File: config.mk
export PLATFORM = sky130hd
export DESIGN_NAME = dma_chan_regs
export DESIGN_NICKNAME = d
export VERILOG_FILES = /design/src/rtl/dmachan_pkg.sv /design/src/rtl/dmachan_ctrl.sv /design/src/rtl/dmachan_datapath.sv /design/src/rtl/dma_chan_regs.sv
export SDC_FILE = /design/constraint.sdc
export NUM_CORES = 1
export LEC_CHECK = 0
export ABC_AREA = 1
export BUFFER_PORTS_ARGS = -buffer_cell sky130_fd_sc_hd__clkbuf_2
export CORE_MARGIN = 1
export CORE_UTILIZATION = 35
export CTS_CLUSTER_DIAMETER = 200
export DETAILED_ROUTE_END_ITERATION = 16
export PLACE_DENSITY = 0.55
export SLEW_MARGIN = 20
export SYNTH_ARGS = -nofsm -noshare
export SYNTH_HDL_FRONTEND = slang
export SYNTH_HIERARCHICAL = 1
export SYNTH_SLANG_ARGS = --single-unit
File: constraint.sdc
create_clock -name clk -period 1 [get_ports clk]
set_input_delay 0.1 -clock clk [delete_from_list [all_inputs] [get_ports clk]]
set_output_delay 0.1 -clock clk [all_outputs]
set_load 0.02 [all_outputs]
File: src/rtl/dmachan_pkg.sv
package dmachan_pkg;
  localparam int REG_IDX_W = 3;

  typedef enum logic [REG_IDX_W-1:0] {
    IDX_CMD   = 3'd0,
    IDX_SCNT  = 3'd1,
    IDX_SADDR = 3'd2,
    IDX_WCNT  = 3'd3,
    IDX_WADDR = 3'd4,
    IDX_STAT  = 3'd5,
    IDX_SDESC = 3'd6,
    IDX_WDESC = 3'd7
  } regIdx_e;

  typedef enum logic [1:0] {
    ACT_IDLE  = 2'd0,
    ACT_FLUSH = 2'd1,
    ACT_ABORT = 2'd2,
    ACT_START = 2'd3
  } cmdAct_e;

  // status bit positions
  localparam int STS_ERR  = 1;
  localparam int STS_ABT  = 2;
  localparam int STS_DONE = 3;
  localparam int STS_IRQ  = 4;
  localparam int STICKY_W = STS_DONE - STS_ERR + 1;

  typedef struct packed {
    logic                ldCmd;
    logic                ldStartCnt;
    logic                ldStartAddr;
    logic                ldStartDesc;
    logic                snapshot;
    logic [STICKY_W-1:0] stsClr;
  } regStrobes_t;
endpackage

File: src/rtl/dmachan_ctrl.sv
module dmachan_ctrl
  import dmachan_pkg::*;
(
  input  logic                 clk,
  input  logic                 rstN,
  input  logic                 wrEn,
  input  logic                 rdEn,
  input  logic [REG_IDX_W-1:0] addr,
  input  logic [STS_DONE:0]    wrLow,
  input  logic                 clearOnRead,
  output regStrobes_t          strobes,
  output logic                 startPulse,
  output logic                 stopPulse,
  output logic                 abortPulse
);
  logic    cmdWrite;
  logic    statWrite;
  logic    statRead;
  cmdAct_e act;

  assign cmdWrite  = wrEn && (addr == IDX_CMD);
  assign statWrite = wrEn && (addr == IDX_STAT);
  assign statRead  = rdEn && (addr == IDX_STAT);
  assign act       = cmdAct_e'(wrLow[1:0]);

  always_comb begin
    strobes             = '0;
    strobes.ldCmd       = cmdWrite;
    strobes.ldStartCnt  = wrEn && (addr == IDX_SCNT);
    strobes.ldStartAddr = wrEn && (addr == IDX_SADDR);
    strobes.ldStartDesc = wrEn && (addr == IDX_SDESC);
    strobes.snapshot    = cmdWrite && (act == ACT_START);
    if (strobes.snapshot)
      strobes.stsClr = '1;
    else if (statWrite && !clearOnRead)
      strobes.stsClr = wrLow[STS_DONE:STS_ERR];
    else if (statRead && clearOnRead)
      strobes.stsClr = '1;
  end

  always_ff @(posedge clk or negedge rstN) begin
    if (!rstN) begin
      startPulse <= 1'b0;
      stopPulse  <= 1'b0;
      abortPulse <= 1'b0;
    end else begin
      startPulse <= cmdWrite && (act == ACT_START);
      stopPulse  <= cmdWrite && (act == ACT_IDLE);
      abortPulse <= cmdWrite && (act == ACT_ABORT);
    end
  end
endmodule

File: src/rtl/dmachan_datapath.sv
module dmachan_datapath
  import dmachan_pkg::*;
#(
  parameter int DATA_W = 32
) (
  input  logic                 clk,
  input  logic                 rstN,
  input  regStrobes_t          strobes,
  input  logic [DATA_W-1:0]    wrData,
  input  logic [STICKY_W-1:0]  evtSet,
  input  logic                 scsiIrq,
  input  logic [REG_IDX_W-1:0] addr,
  output logic [DATA_W-1:0]    rdData
);
  localparam logic [DATA_W-1:0] WADDR_RST = '1;
  localparam logic [DATA_W-1:0] WDESC_RST = ~(DATA_W'(2));

  logic [DATA_W-1:0]   cmdReg, sCnt, sAddr, sDesc, wCnt, wAddr, wDesc;
  logic [STICKY_W-1:0] sticky;
  logic [DATA_W-1:0]   statView;

  always_ff @(posedge clk or negedge rstN) begin
    if (!rstN) begin
      cmdReg <= '0;
      sCnt   <= '0;
      sAddr  <= '0;
      sDesc  <= '0;
      wCnt   <= '0;
      wAddr  <= WADDR_RST;
      wDesc  <= WDESC_RST;
      sticky <= '0;
    end else begin
      if (strobes.ldCmd)       cmdReg <= wrData;
      if (strobes.ldStartCnt)  sCnt   <= wrData;
      if (strobes.ldStartAddr) sAddr  <= wrData;
      if (strobes.ldStartDesc) sDesc  <= wrData;
      if (strobes.snapshot) begin
        wCnt  <= sCnt;
        wAddr <= sAddr;
        wDesc <= sDesc;
      end
      sticky <= (sticky & ~strobes.stsClr) | evtSet;
    end
  end

  always_comb begin
    statView                   = '0;
    statView[STS_DONE:STS_ERR] = sticky;
    statView[STS_IRQ]          = scsiIrq;
  end

  always_comb begin
    unique case (regIdx_e'(addr))
      IDX_CMD:   rdData = cmdReg;
      IDX_SCNT:  rdData = sCnt;
      IDX_SADDR: rdData = sAddr;
      IDX_WCNT:  rdData = wCnt;
      IDX_WADDR: rdData = wAddr;
      IDX_STAT:  rdData = statView;
      IDX_SDESC: rdData = sDesc;
      IDX_WDESC: rdData = wDesc;
      default:   rdData = '0;
    endcase
  end
endmodule

File: src/rtl/dma_chan_regs.sv
module dma_chan_regs
  import dmachan_pkg::*;
#(
  parameter int DATA_W = 32
) (
  input  logic                 clk,
  input  logic                 rstN,
  input  logic                 wrEn,
  input  logic                 rdEn,
  input  logic [REG_IDX_W-1:0] addr,
  input  logic [DATA_W-1:0]    wrData,
  output logic [DATA_W-1:0]    rdData,
  input  logic                 clearOnRead,
  input  logic                 scsiIrq,
  input  logic [STICKY_W-1:0]  evtSet,
  output logic                 startPulse,
  output logic                 stopPulse,
  output logic                 abortPulse
);
  regStrobes_t strobes;

  dmachan_ctrl u_ctrl (
    .clk(clk), .rstN(rstN), .wrEn(wrEn), .rdEn(rdEn), .addr(addr),
    .wrLow(wrData[STS_DONE:0]), .clearOnRead(clearOnRead), .strobes(strobes),
    .startPulse(startPulse), .stopPulse(stopPulse), .abortPulse(abortPulse)
  );

  dmachan_datapath #(.DATA_W(DATA_W)) u_dp (
    .clk(clk), .rstN(rstN), .strobes(strobes), .wrData(wrData),
    .evtSet(evtSet), .scsiIrq(scsiIrq), .addr(addr), .rdData(rdData)
  );
endmodule

==> results of run 1 <==
-- cell type report --
| type | count | area [sq um] |
|---|---|---|
| clock buffer | 43 | 808.3 |
| clock inverter | 9 | 97.59 |
| fill | 2777 | 15130 |
| inverter | 108 | 420.4 |
| multi-input combinational | 812 | 4677 |
| sequential | 230 | 5834 |
| tap | 390 | 488.0 |
| timing repair buffer | 257 | 2581 |
-- worst paths after layout --
check / slack, ps / end / start / cells past startpoint
hold / removal: 30 / u_dp/sAddr[12]$_DFFE_PN0P_ / rstN / 2
hold reg to reg: 490 / u_dp/wAddr[0]$_DFFE_PN1P_ / u_dp/wAddr[0]$_DFFE_PN1P_ / 2
max in group asynchronous: 370 / u_dp/wAddr[17]$_DFFE_PN1P_ / rstN / 3
setup reg to reg: 100 / u_dp/wAddr[5]$_DFFE_PN1P_ / u_dp/wAddr[5]$_DFFE_PN1P_ / 3
setup / recovery: -670 / rdData[0] / u_dp/wDesc[0]$_DFFE_PN1P_ / 5
min in group clk: 50 / u_ctrl/abortPulse$_DFF_PN0_ / wrEn / 6
-- per-layer routing --
metal  wire [microns]  vias to the layer above  share of wire (%)
li1                 -                     4511                  -
met1            14650                     4486                 49
met2            13770                      144                 46
met3             1046                       28                3.5
met4              383                        0                1.3
met5                0                        -                  0
-- cells by family after synthesis --
logic type / after synthesis
AND/OR/NAND/NOR: 585
flip-flops: 230
buffers and inverters: 201
AO/OA/AOI/OAI: 167
multiplexers: 60
-- registers in the layout (all words and copies together) (netlist names) --
| register | cells |
|---|---|
| u_dp/wDesc | 32 |
| u_dp/sDesc | 32 |
| u_dp/sAddr | 32 |
| u_dp/wAddr | 32 |
| u_dp/sCnt | 32 |
| u_ctrl/startPulse | 1 |
| u_ctrl/abortPulse | 1 |
| u_dp/sticky | 3 |
| u_dp/wCnt | 32 |
| u_ctrl/stopPulse | 1 |
| u_dp/cmdReg | 32 |
-- what timing repair did --
item / in CTS / in global routing
resized for setup: 87 / 55
pin swaps: 72 / 46
endpoints found under the hold margin: 346 / 0
hold buffers: 37 / 0
buffers inserted: 0 / 0
setup endpoints to repair: 35 / 35
-- critical path, cell delays in order (launching register included) --
cell	delay [ps]
dfstp_2	530
nand4_1	110
nand2_2	130
nor2_4	50
nand3_4	100
buf_8	120
-- per-stage QoR --
stage	power (mW)	hold WS, ps	setup WS (ps)	TNS (ps)	instance area, sq um
floorplan	16.60	-195.6	-163.9	-9239	11420
global placement	19.06	-2.520	-479.1	-87300	13160
detailed placement	19.24	1.482	-459.7	-91610	13160
CTS	29.97	19.07	-698.8	-20980	14790
global route	31.46	42.16	-738.8	-21830	14910
finish	29.82	31.02	-669.0	-19540	14910
-- cells in the final DEF (no fill, tap or decap), types with 2 or more instances in the layout --
master and n:
nor2_2 32, clkinv_2 6, nand2_1 196, buf_6 3, inv_1 101, buf_4 110
nand4_1 128, clkbuf_16 29, inv_2 4, clkbuf_2 40, mux2_2 24, a21oi_2 31
nand3_1 18, o21ai_0 84, o21bai_1 3, dfrtp_1 167, clkbuf_8 11, nor2_1 163
nand2_2 7, dlygate4sd3_1 37, o21ai_1 12, clkbuf_1 11, buf_8 25, dfstp_2 63
mux2_4 36, nor2_4 6, a21oi_1 37, nand3_2 28, buf_12 33, bufinv_16 2
-- where the power goes --
group	total (mW)	switching, mW	internal (mW)
logic	6.85	3.38	3.48
registers	13.0	1.02	12.0
clock network	9.99	3.94	6.05
total	29.8	8.34	21.5
==> run metrics, run 1 <==
status finished with violations; failing checks setup timing; Synth async-reset ratio between 90% and 100%; min Tclk post-route 1669 ps; post-route ant nets 0; setup ws final -669.0 ps; Least-Margin Pin Slew between 300 and 400 ps; leakage roughly 6.9 nW; Inserted Clock Buffers 28; first-pass GRT wire length 49,090 microns; Mapped Area between 10,000 and 15,000 sq um; clk sinks 230; Synth Area in Compound Gates roughly 8%; vias a little over 9,000; final design utilization between 40% and 50%; GRT overflow 0; GRT Max-Usage Layer met2; initial antenna violation count 0; Reg clk slew, reported paths 60 ps; Clock Latency Late Sink between 500 and 600 ps; Layout area overhead 37.94%; Maximum Capacitance Violations 0; YS warnings 6; Cells after Synth ~1,200; Pwr per Cell Area between 2000 and 2500 nW/um^2; via/cell ratio between 4 and 5; Distinct cells, synth 25; Die Area 31,580 sq um; met3 Track Usage GR approximately 2.5%; Ports between 70 and 80; Peak Freq 0.5991 GHz; All-Layer GR Usage ~20%; nets@finish roughly 1,500; clk buf depth 3; syn_nets ~1,300; met2 usage approximately a third; # rows 63; post-synth top area cell dfrtp_1; post-synthesis xor/xnor area fraction 0%; Post-route DRC 0; Non-Filler Instances 1,849; TritonCTS clock tree yes; root buf cell clkbuf_16; Post-synth EDFFs 0; Pins Over Slew Limit 0; largest net degree at the start of global routing 47; Synth top cells by count nand2_1, nor2_1, dfrtp_1; number of hold violations in the final report 0; Setup crit end kind output port; clk_skew around 7.5 ps; htree depth 1; final wirelength a little under 30,000 microns; register area share after synthesis 53.99%; Core Region ~30,000 sq um; # setup viols final 35; count of input and output buffers 78; RSZ-0062 raised after global routing yes; Die W ~180 microns; post-synthesis simple-gate area fraction around a quarter; post-synthesis mux area share between 6 and 7%; crit start category flop; critical path arrival ~1600 ps; Antenna diodes 0; data required time of the worst path about 900 ps; WL/cell between 15 and 20 microns; predominant post-synthesis flop cell dfrtp_1; Synth Register Bits 230; Synth top area share 38.67%; vias in the first global route between 9,000 and 10,000; VDD IR max around 0.0014 V; Tcrit/Tclk final 166.9%; syn_area_per_cell 8.694 sq um; largest family of logic cells by synthesized area simple AND/OR/NAND/NOR gates; placed insts around 1,800; Area contributors post-synth dfrtp_1, dfstp_2, nand4_1; DP HPWL roughly 19,000 microns; grt met1 use between 20% and 30%; Post-Synth Adder-Cell Area 0%; DRT iter0 DRCs just under 500; Slew Limit Headroom between 70% and 80%; most frequent cell after synthesis nand2_1; layout cells sized above 1 around a third; Max FO, Critical Path 2; First-pass DRT Iterations 4; routability congestion estimate about 0.75; Initial Util a little over a third; worst min-delay path class in2async; die height 177.7 microns; critical path type reg2out
No activity file was read; power rests on OpenSTA's default activity.
==> inputs of run 2 (changes only) <==
- ABC_AREA: 1 -> unset
- SKIP_CTS_REPAIR_TIMING: unset -> 1
==> run 2 against run 1 <==
  * Critical path type unchanged
  * The flow still finishes with violations (setup timing)
  * Largest power group unchanged
  * Via count decreased by 17%
  * Fmax fell by 11%
  * Synthesized cell count decreased by 36%
==> run metrics, run 2 <==
status finished with violations; failing checks setup timing; syn_area_per_cell 13.41 sq um (+54%); Ports 79 (unchanged); leakage 7.528 nW (+8.5%); die height 176.7 microns (-0.59%); Distinct cells, synth 34 (+36%); Cells after Synth 796 (-36%); Core Region 29,800 sq um (-0.79%); Synth async-reset ratio 100.0% (unchanged); commonest non-fill, non-tap cell in the layout mux2_4; syn_nets 840 (-35%); data required time of the worst path 900 ps (about the same); Inserted Clock Buffers 27 (-3.6%); Post-route DRC 0 (unchanged); critical path's slowest cell dfstp_2; Maximum Capacitance Violations 0 (unchanged); Max FO, Critical Path 2 (unchanged); initial antenna violation count 0 (unchanged); DRT iter0 DRCs 305 (-37%); # setup viols final 209 (+500%); All-Layer GR Usage 17.99% (-1.6 points); VDD IR max 0.001339 V (-6.6%); Post-synth EDFFs 0 (unchanged); First-pass DRT Iterations 4 (unchanged); WL/cell 20.21 microns (+25%); register area share after synthesis 54.64% (+0.65 points); first-pass GRT wire length 43,790 microns (-11%); CP Cell Sequence mux2i_1 -> a211o_1 -> a21oi_4 -> buf_6; vias 7,584 (-17%); Antenna diodes 0 (unchanged); Initial Util 35.84% (-0.15 points); Mapped Area 10,680 sq um (-1.2%); Slew Limit Headroom 69.93% (-8.5 points); TritonCTS clock tree yes; RSZ-0062 raised after global routing yes; Synth top cells by count mux2_2, dfrtp_1, dfstp_2; # rows 63 (unchanged); Least-Margin Pin Slew 451.1 ps (+127.7 ps); cell family with most CP delay flip-flops; critical path arrival 1780 ps (+210 ps); overall power 32.23 mW (+8.1%); Layout area overhead 56.16%; nets@finish 1,155 (-22%); GRT overflow 0 (unchanged); post-synth top area cell dfrtp_1; Pins Over Slew Limit 0 (unchanged); post-route ant nets 0 (unchanged); worst min-delay path class in2async; Pwr per Cell Area 1933 nW/um^2 (-3.4%); Tcrit/Tclk final 187.5% (+21 points); clk_skew 5.121 ps (-2.379 ps); critical path type reg2out; root buf cell clkbuf_16; Peak Freq 0.5333 GHz (-11%); final wirelength 30,740 microns (+3.0%); Synth Register Bits 230 (unchanged); Setup crit end kind output port; largest net degree at the start of global routing 35 (-26%); Die W 176.7 microns (-0.59%); worst slack at placement -751.1 ps (-291.4 ps); YS warnings 6 (unchanged); Reg clk slew, reported paths 60 ps (about the same); Area contributors post-synth dfrtp_1, mux2_2, dfstp_2; setup ws final -875.0 ps (-206.0 ps); DP HPWL 18,660 microns (-3.3%); vias in the first global route 7,564 (-19%); clk buf depth 3 (unchanged); predominant post-synthesis flop cell dfrtp_1; crit start category flop; Clock Latency Late Sink 520 ps (-20 ps); htree depth 1 (unchanged); most frequent cell after synthesis mux2_2; CP bufs+invs 1 (unchanged); via/cell ratio 4.986 (+0.55%); count of input and output buffers 78 (unchanged); Worst path max stage delay 530 ps (about the same); min Tclk post-route 1875 ps (+206.0 ps); layout cells sized above 1 67.11% (+33 points); clk sinks 230 (unchanged); Synth top area share 39.14% (+0.47 points); most frequent cells in the layout mux2_4, dfrtp_1, buf_4, dfstp_2, buf_6; Die Area 31,210 sq um (-1.2%); number of hold violations in the final report 0 (unchanged); routability congestion estimate 0.7472 (-0.95%)
[run 2: changes by cell type in the layout (fill, tap and decap cells not counted), moves of 46 or more]
cell,previous run,this run
buf_4,110,164
nand4_1,128,0
nand2_1,196,12
inv_1,101,11
o21ai_0,84,8
buf_6,3,49
mux2_4,36,201
nor2_1,163,25
[run 2: area by class of cell]
type                            count  area [sq um]
Clock buffer                       37         793.3
Inverter                           20         78.83
Clock inverter                     12         160.2
Tap cell                          390         488.0
Sequential cell                   230          5834
Fill cell                        2459         13120
Timing Repair Buffer              345          3510
Multi-Input combinational cell    487          5811
[run 2: final timing paths]
path                                      startpoint                          end  slack [ps]  cells past startpoint
setup / recovery           u_dp/wAddr[3]$_DFFE_PN1P_                    rdData[3]        -880                      4
hold / removal                                  rstN  u_dp/cmdReg[29]$_DFFE_PN0P_          50                      2
setup reg to reg           u_dp/wCnt[16]$_DFFE_PN0P_    u_dp/wCnt[16]$_DFFE_PN0P_         -10                      3
hold reg to reg            u_dp/sCnt[14]$_DFFE_PN0P_    u_dp/wCnt[14]$_DFFE_PN0P_         500                      1
max in group asynchronous                       rstN    u_dp/wAddr[4]$_DFFE_PN1P_         350                      3
min in group clk                             addr[1]  u_ctrl/abortPulse$_DFF_PN0_          90                      5
[run 2: power breakdown]
part / total, mW / switching, mW / leakage (nW) / internal (mW)
registers: 13.0 / 1.26 / 2.69 / 11.8
clock network: 10.5 / 3.95 / 0.480 / 6.54
logic: 8.72 / 3.09 / 4.35 / 5.62
total: 32.2 / 8.30 / 7.53 / 23.9
[run 2: cell families after synthesis]
logic type / share of synthesized area (%)
multiplexers: 30.10
flip-flops: 54.64
AO/OA/AOI/OAI: 7.148
AND/OR/NAND/NOR: 4.172
buffers and inverters: 3.937
[run 2: metal layers]
metal / vias to the layer above / part of all wire [%] / global-route usage, %
met5: - / 0 / 0
met3: 46 / 2.7 / 2.384
met1: 3930 / 49 / 26.03
li1: 3483 / - / -
met4: 0 / 2.1 / 3.807
met2: 125 / 46 / 28.69
[run 2: stage by stage]
| stage | setup TNS (ps) | hold slack [ps] | utilization, % | cell area [sq um] | cells |
|---|---|---|---|---|---|
| 6_report | -53880 | 54.94 | 55.96 | 16670 | 1521 |
| 5_1_grt | -57640 | 56.48 | 55.96 | 16670 | 1521 |
| 4_1_cts | -48080 | -543.6 | 49.92 | 14870 | 1437 |
| 3_5_place_dp | -166730 | 16.84 | 46.72 | 13920 | 1388 |
| 3_3_place_gp | -163110 | 13.22 | 46.72 | 13920 | 1388 |
| 2_1_floorplan | -81420 | -195.6 | - | 11870 | 796 |
==> inputs of run 3 (changes only) <==
- REMOVE_ABC_BUFFERS: unset -> 1
==> run 3 against run 2 <==
  * The flow still finishes with violations (setup timing)
  * Sequential share of layout area up 5.3 points
  * Die area unchanged
  * Combinational power down 24%
  * Register-to-register slack better by 20 ps
  * Utilization down 7.3 points
  * Critical path depth unchanged
  * Global-route usage down 0.86 points
  * Critical path type unchanged
  * Routed wire length down 14%
  * Worst hold slack worse by 53 ps
==> run metrics, run 3 (same netlist as run 2, synthesis figures left out) <==
status finished with violations; failing checks setup timing; number of hold violations in the final report 0 (unchanged); TritonCTS clock tree yes; min Tclk post-route 1858 ps (-16.79 ps); Max FO, Critical Path 3 (+1); via/cell ratio 4.896 (-1.8%); GRT overflow 0 (unchanged); count of input and output buffers 78 (unchanged); Inserted Clock Buffers 26 (-3.7%); WHS Path Cells 3; Setup crit end kind output port; die height 176.7 microns (unchanged); leakage 6.459 nW (-14%); VDD IR max 0.001268 V (-5.3%); Pwr per Cell Area 2072 nW/um^2 (+7.2%); routability congestion estimate 0.7136 (-4.5%); FF-to-FF path depth 3 (unchanged); DRT iter0 DRCs 282 (-7.5%); final instance area 14,490 sq um (-13%); Layout area overhead 35.66%; RR Startpoint u_dp/sAddr[22]$_DFFE_PN0P_; final hold slack 2.134 ps (-52.81 ps); vias in the first global route 7,391 (-2.3%); Initial Util 35.84% (unchanged); crit start category flop; first-pass GRT wire length 41,750 microns (-4.7%); Antenna diodes 0 (unchanged); Core Region 29,800 sq um (unchanged); Slew Limit Headroom 64.55% (-5.4 points); WHS Endpoint u_ctrl/stopPulse$_DFF_PN0_; most frequent cells in the layout mux2_2, dfrtp_1, buf_4, dfstp_2, nor2_1; critical path type reg2out; # setup viols final 253 (+21%); Non-Filler Instances 1,438 (-5.5%); final wirelength 26,580 microns (-14%); r2r setup slk 10 ps (+20 ps); worst min-delay path class in2reg; Clock Latency Late Sink 520 ps (about the same); commonest non-fill, non-tap cell in the layout mux2_2; Peak Freq 0.5381 GHz (+0.90%); placed instance area 12,670 sq um (-9.0%); critical path arrival 1760 ps (-20 ps); Reg clk slew, reported paths 60 ps (about the same); # rows 63 (unchanged); All-Layer GR Usage 17.14% (-0.86 points); WL/cell 18.48 microns (-8.5%); final design utilization 48.61% (-7.3 points); Maximum Capacitance Violations 0 (unchanged); setup ws final -858.3 ps (+16.79 ps); root buf cell clkbuf_16; Hold Path Origin wrData[1]; FILL cells 2,633 (+7.1%); First-pass DRT Iterations 4 (unchanged); htree depth 1 (unchanged); vias 7,040 (-7.2%); clk_skew 9.251 ps (+4.131 ps); DP HPWL 17,410 microns (-6.7%); worst slack at placement -836.2 ps (-85.10 ps); largest net degree at the start of global routing 34 (-2.9%); clk buf depth 3 (unchanged); nets@finish 1,072 (-7.2%); placed insts 1,352 (-2.6%); initial antenna violation count 0 (unchanged); Least-Margin Pin Slew 531.7 ps (+80.61 ps); Ports 79 (unchanged); Tcrit/Tclk final 185.8% (-1.7 points); RSZ-0062 raised after global routing yes; reg2reg end u_dp/sAddr[22]$_DFFE_PN0P_; clk sinks 230 (unchanged); Die Area 31,210 sq um (unchanged); Pins Over Slew Limit 0 (unchanged); Die W 176.7 microns (unchanged); Post-route DRC 0 (unchanged); post-route ant nets 0 (unchanged); data required time of the worst path 900 ps (about the same); layout cells sized above 1 58.59% (-8.5 points)
[run 3: changes by cell type in the layout (fill, tap and decap cells not counted), moves of 10 or more]
cell | before | now
buf_4 | 164 | 132
buf_6 | 49 | 25
buf_12 | 35 | 25
nor2_4 | 22 | 5
nor2_1 | 25 | 42
clkbuf_16 | 41 | 27
a21oi_2 | 8 | 18
mux2_2 | 28 | 187
mux2_4 | 201 | 35
a21oi_4 | 21 | 3
[run 3: layout make-up]
cell class	instances	area, sq um	share of cell area [%]
flip-flops and latches	230	5834	40.28
well taps	390	488.0	3.369
repair buffers	263	2384	16.46
clock inverters	11	185.2	1.278
multi-input cells	487	4736	32.69
clock buffers	37	783.3	5.407
inverters	20	75.07	0.5183
[run 3: worst max path at each step]
stage,start,end,slack [ps],depth (start not counted)
detailed placement,addr[1],u_dp/sDesc[6]$_DFFE_PN0P_,-840,7
global route,u_dp/sAddr[1]$_DFFE_PN0P_,rdData[1],-930,4
floorplan,addr[2],u_dp/wAddr[0]$_DFFE_PN1P_,-4430,3
CTS,u_dp/sAddr[1]$_DFFE_PN0P_,rdData[1],-1020,5
finish,u_dp/sAddr[1]$_DFFE_PN0P_,rdData[1],-860,4
global placement,addr[1],u_dp/sDesc[0]$_DFFE_PN0P_,-820,7
[run 3: per-layer routing]
layer	part of all wire (%)	vias up	GRT usage [%]
li1	-	3316	-
met1	46	3590	23.70
met2	49	106	28.20
met3	4.0	28	2.857
met4	1.2	0	3.520
met5	0	-	0
[run 3: metrics by stage]
step | setup TNS [ps] | power [mW]
after global routing | -54380 | 31.56
after global placement | -188450 | 18.67
after CTS | -69500 | 29.55
final | -45920 | 30.02
after floorplan | -576770 | 16.05
after detailed placement | -189280 | 18.83
[run 3: power breakdown]
part	leakage, nW	internal [mW]	switching [mW]
Sequential	2.69	11.8	1.09
Clock	0.473	6.72	3.81
Combinational	3.29	4.07	2.56
[run 3: worst max-delay path, stage by stage, from the launching register on]
cell,delay (ps)
dfrtp_1,380
mux4_2,490
a21oi_4,160
nor2_4,60
buf_6,130
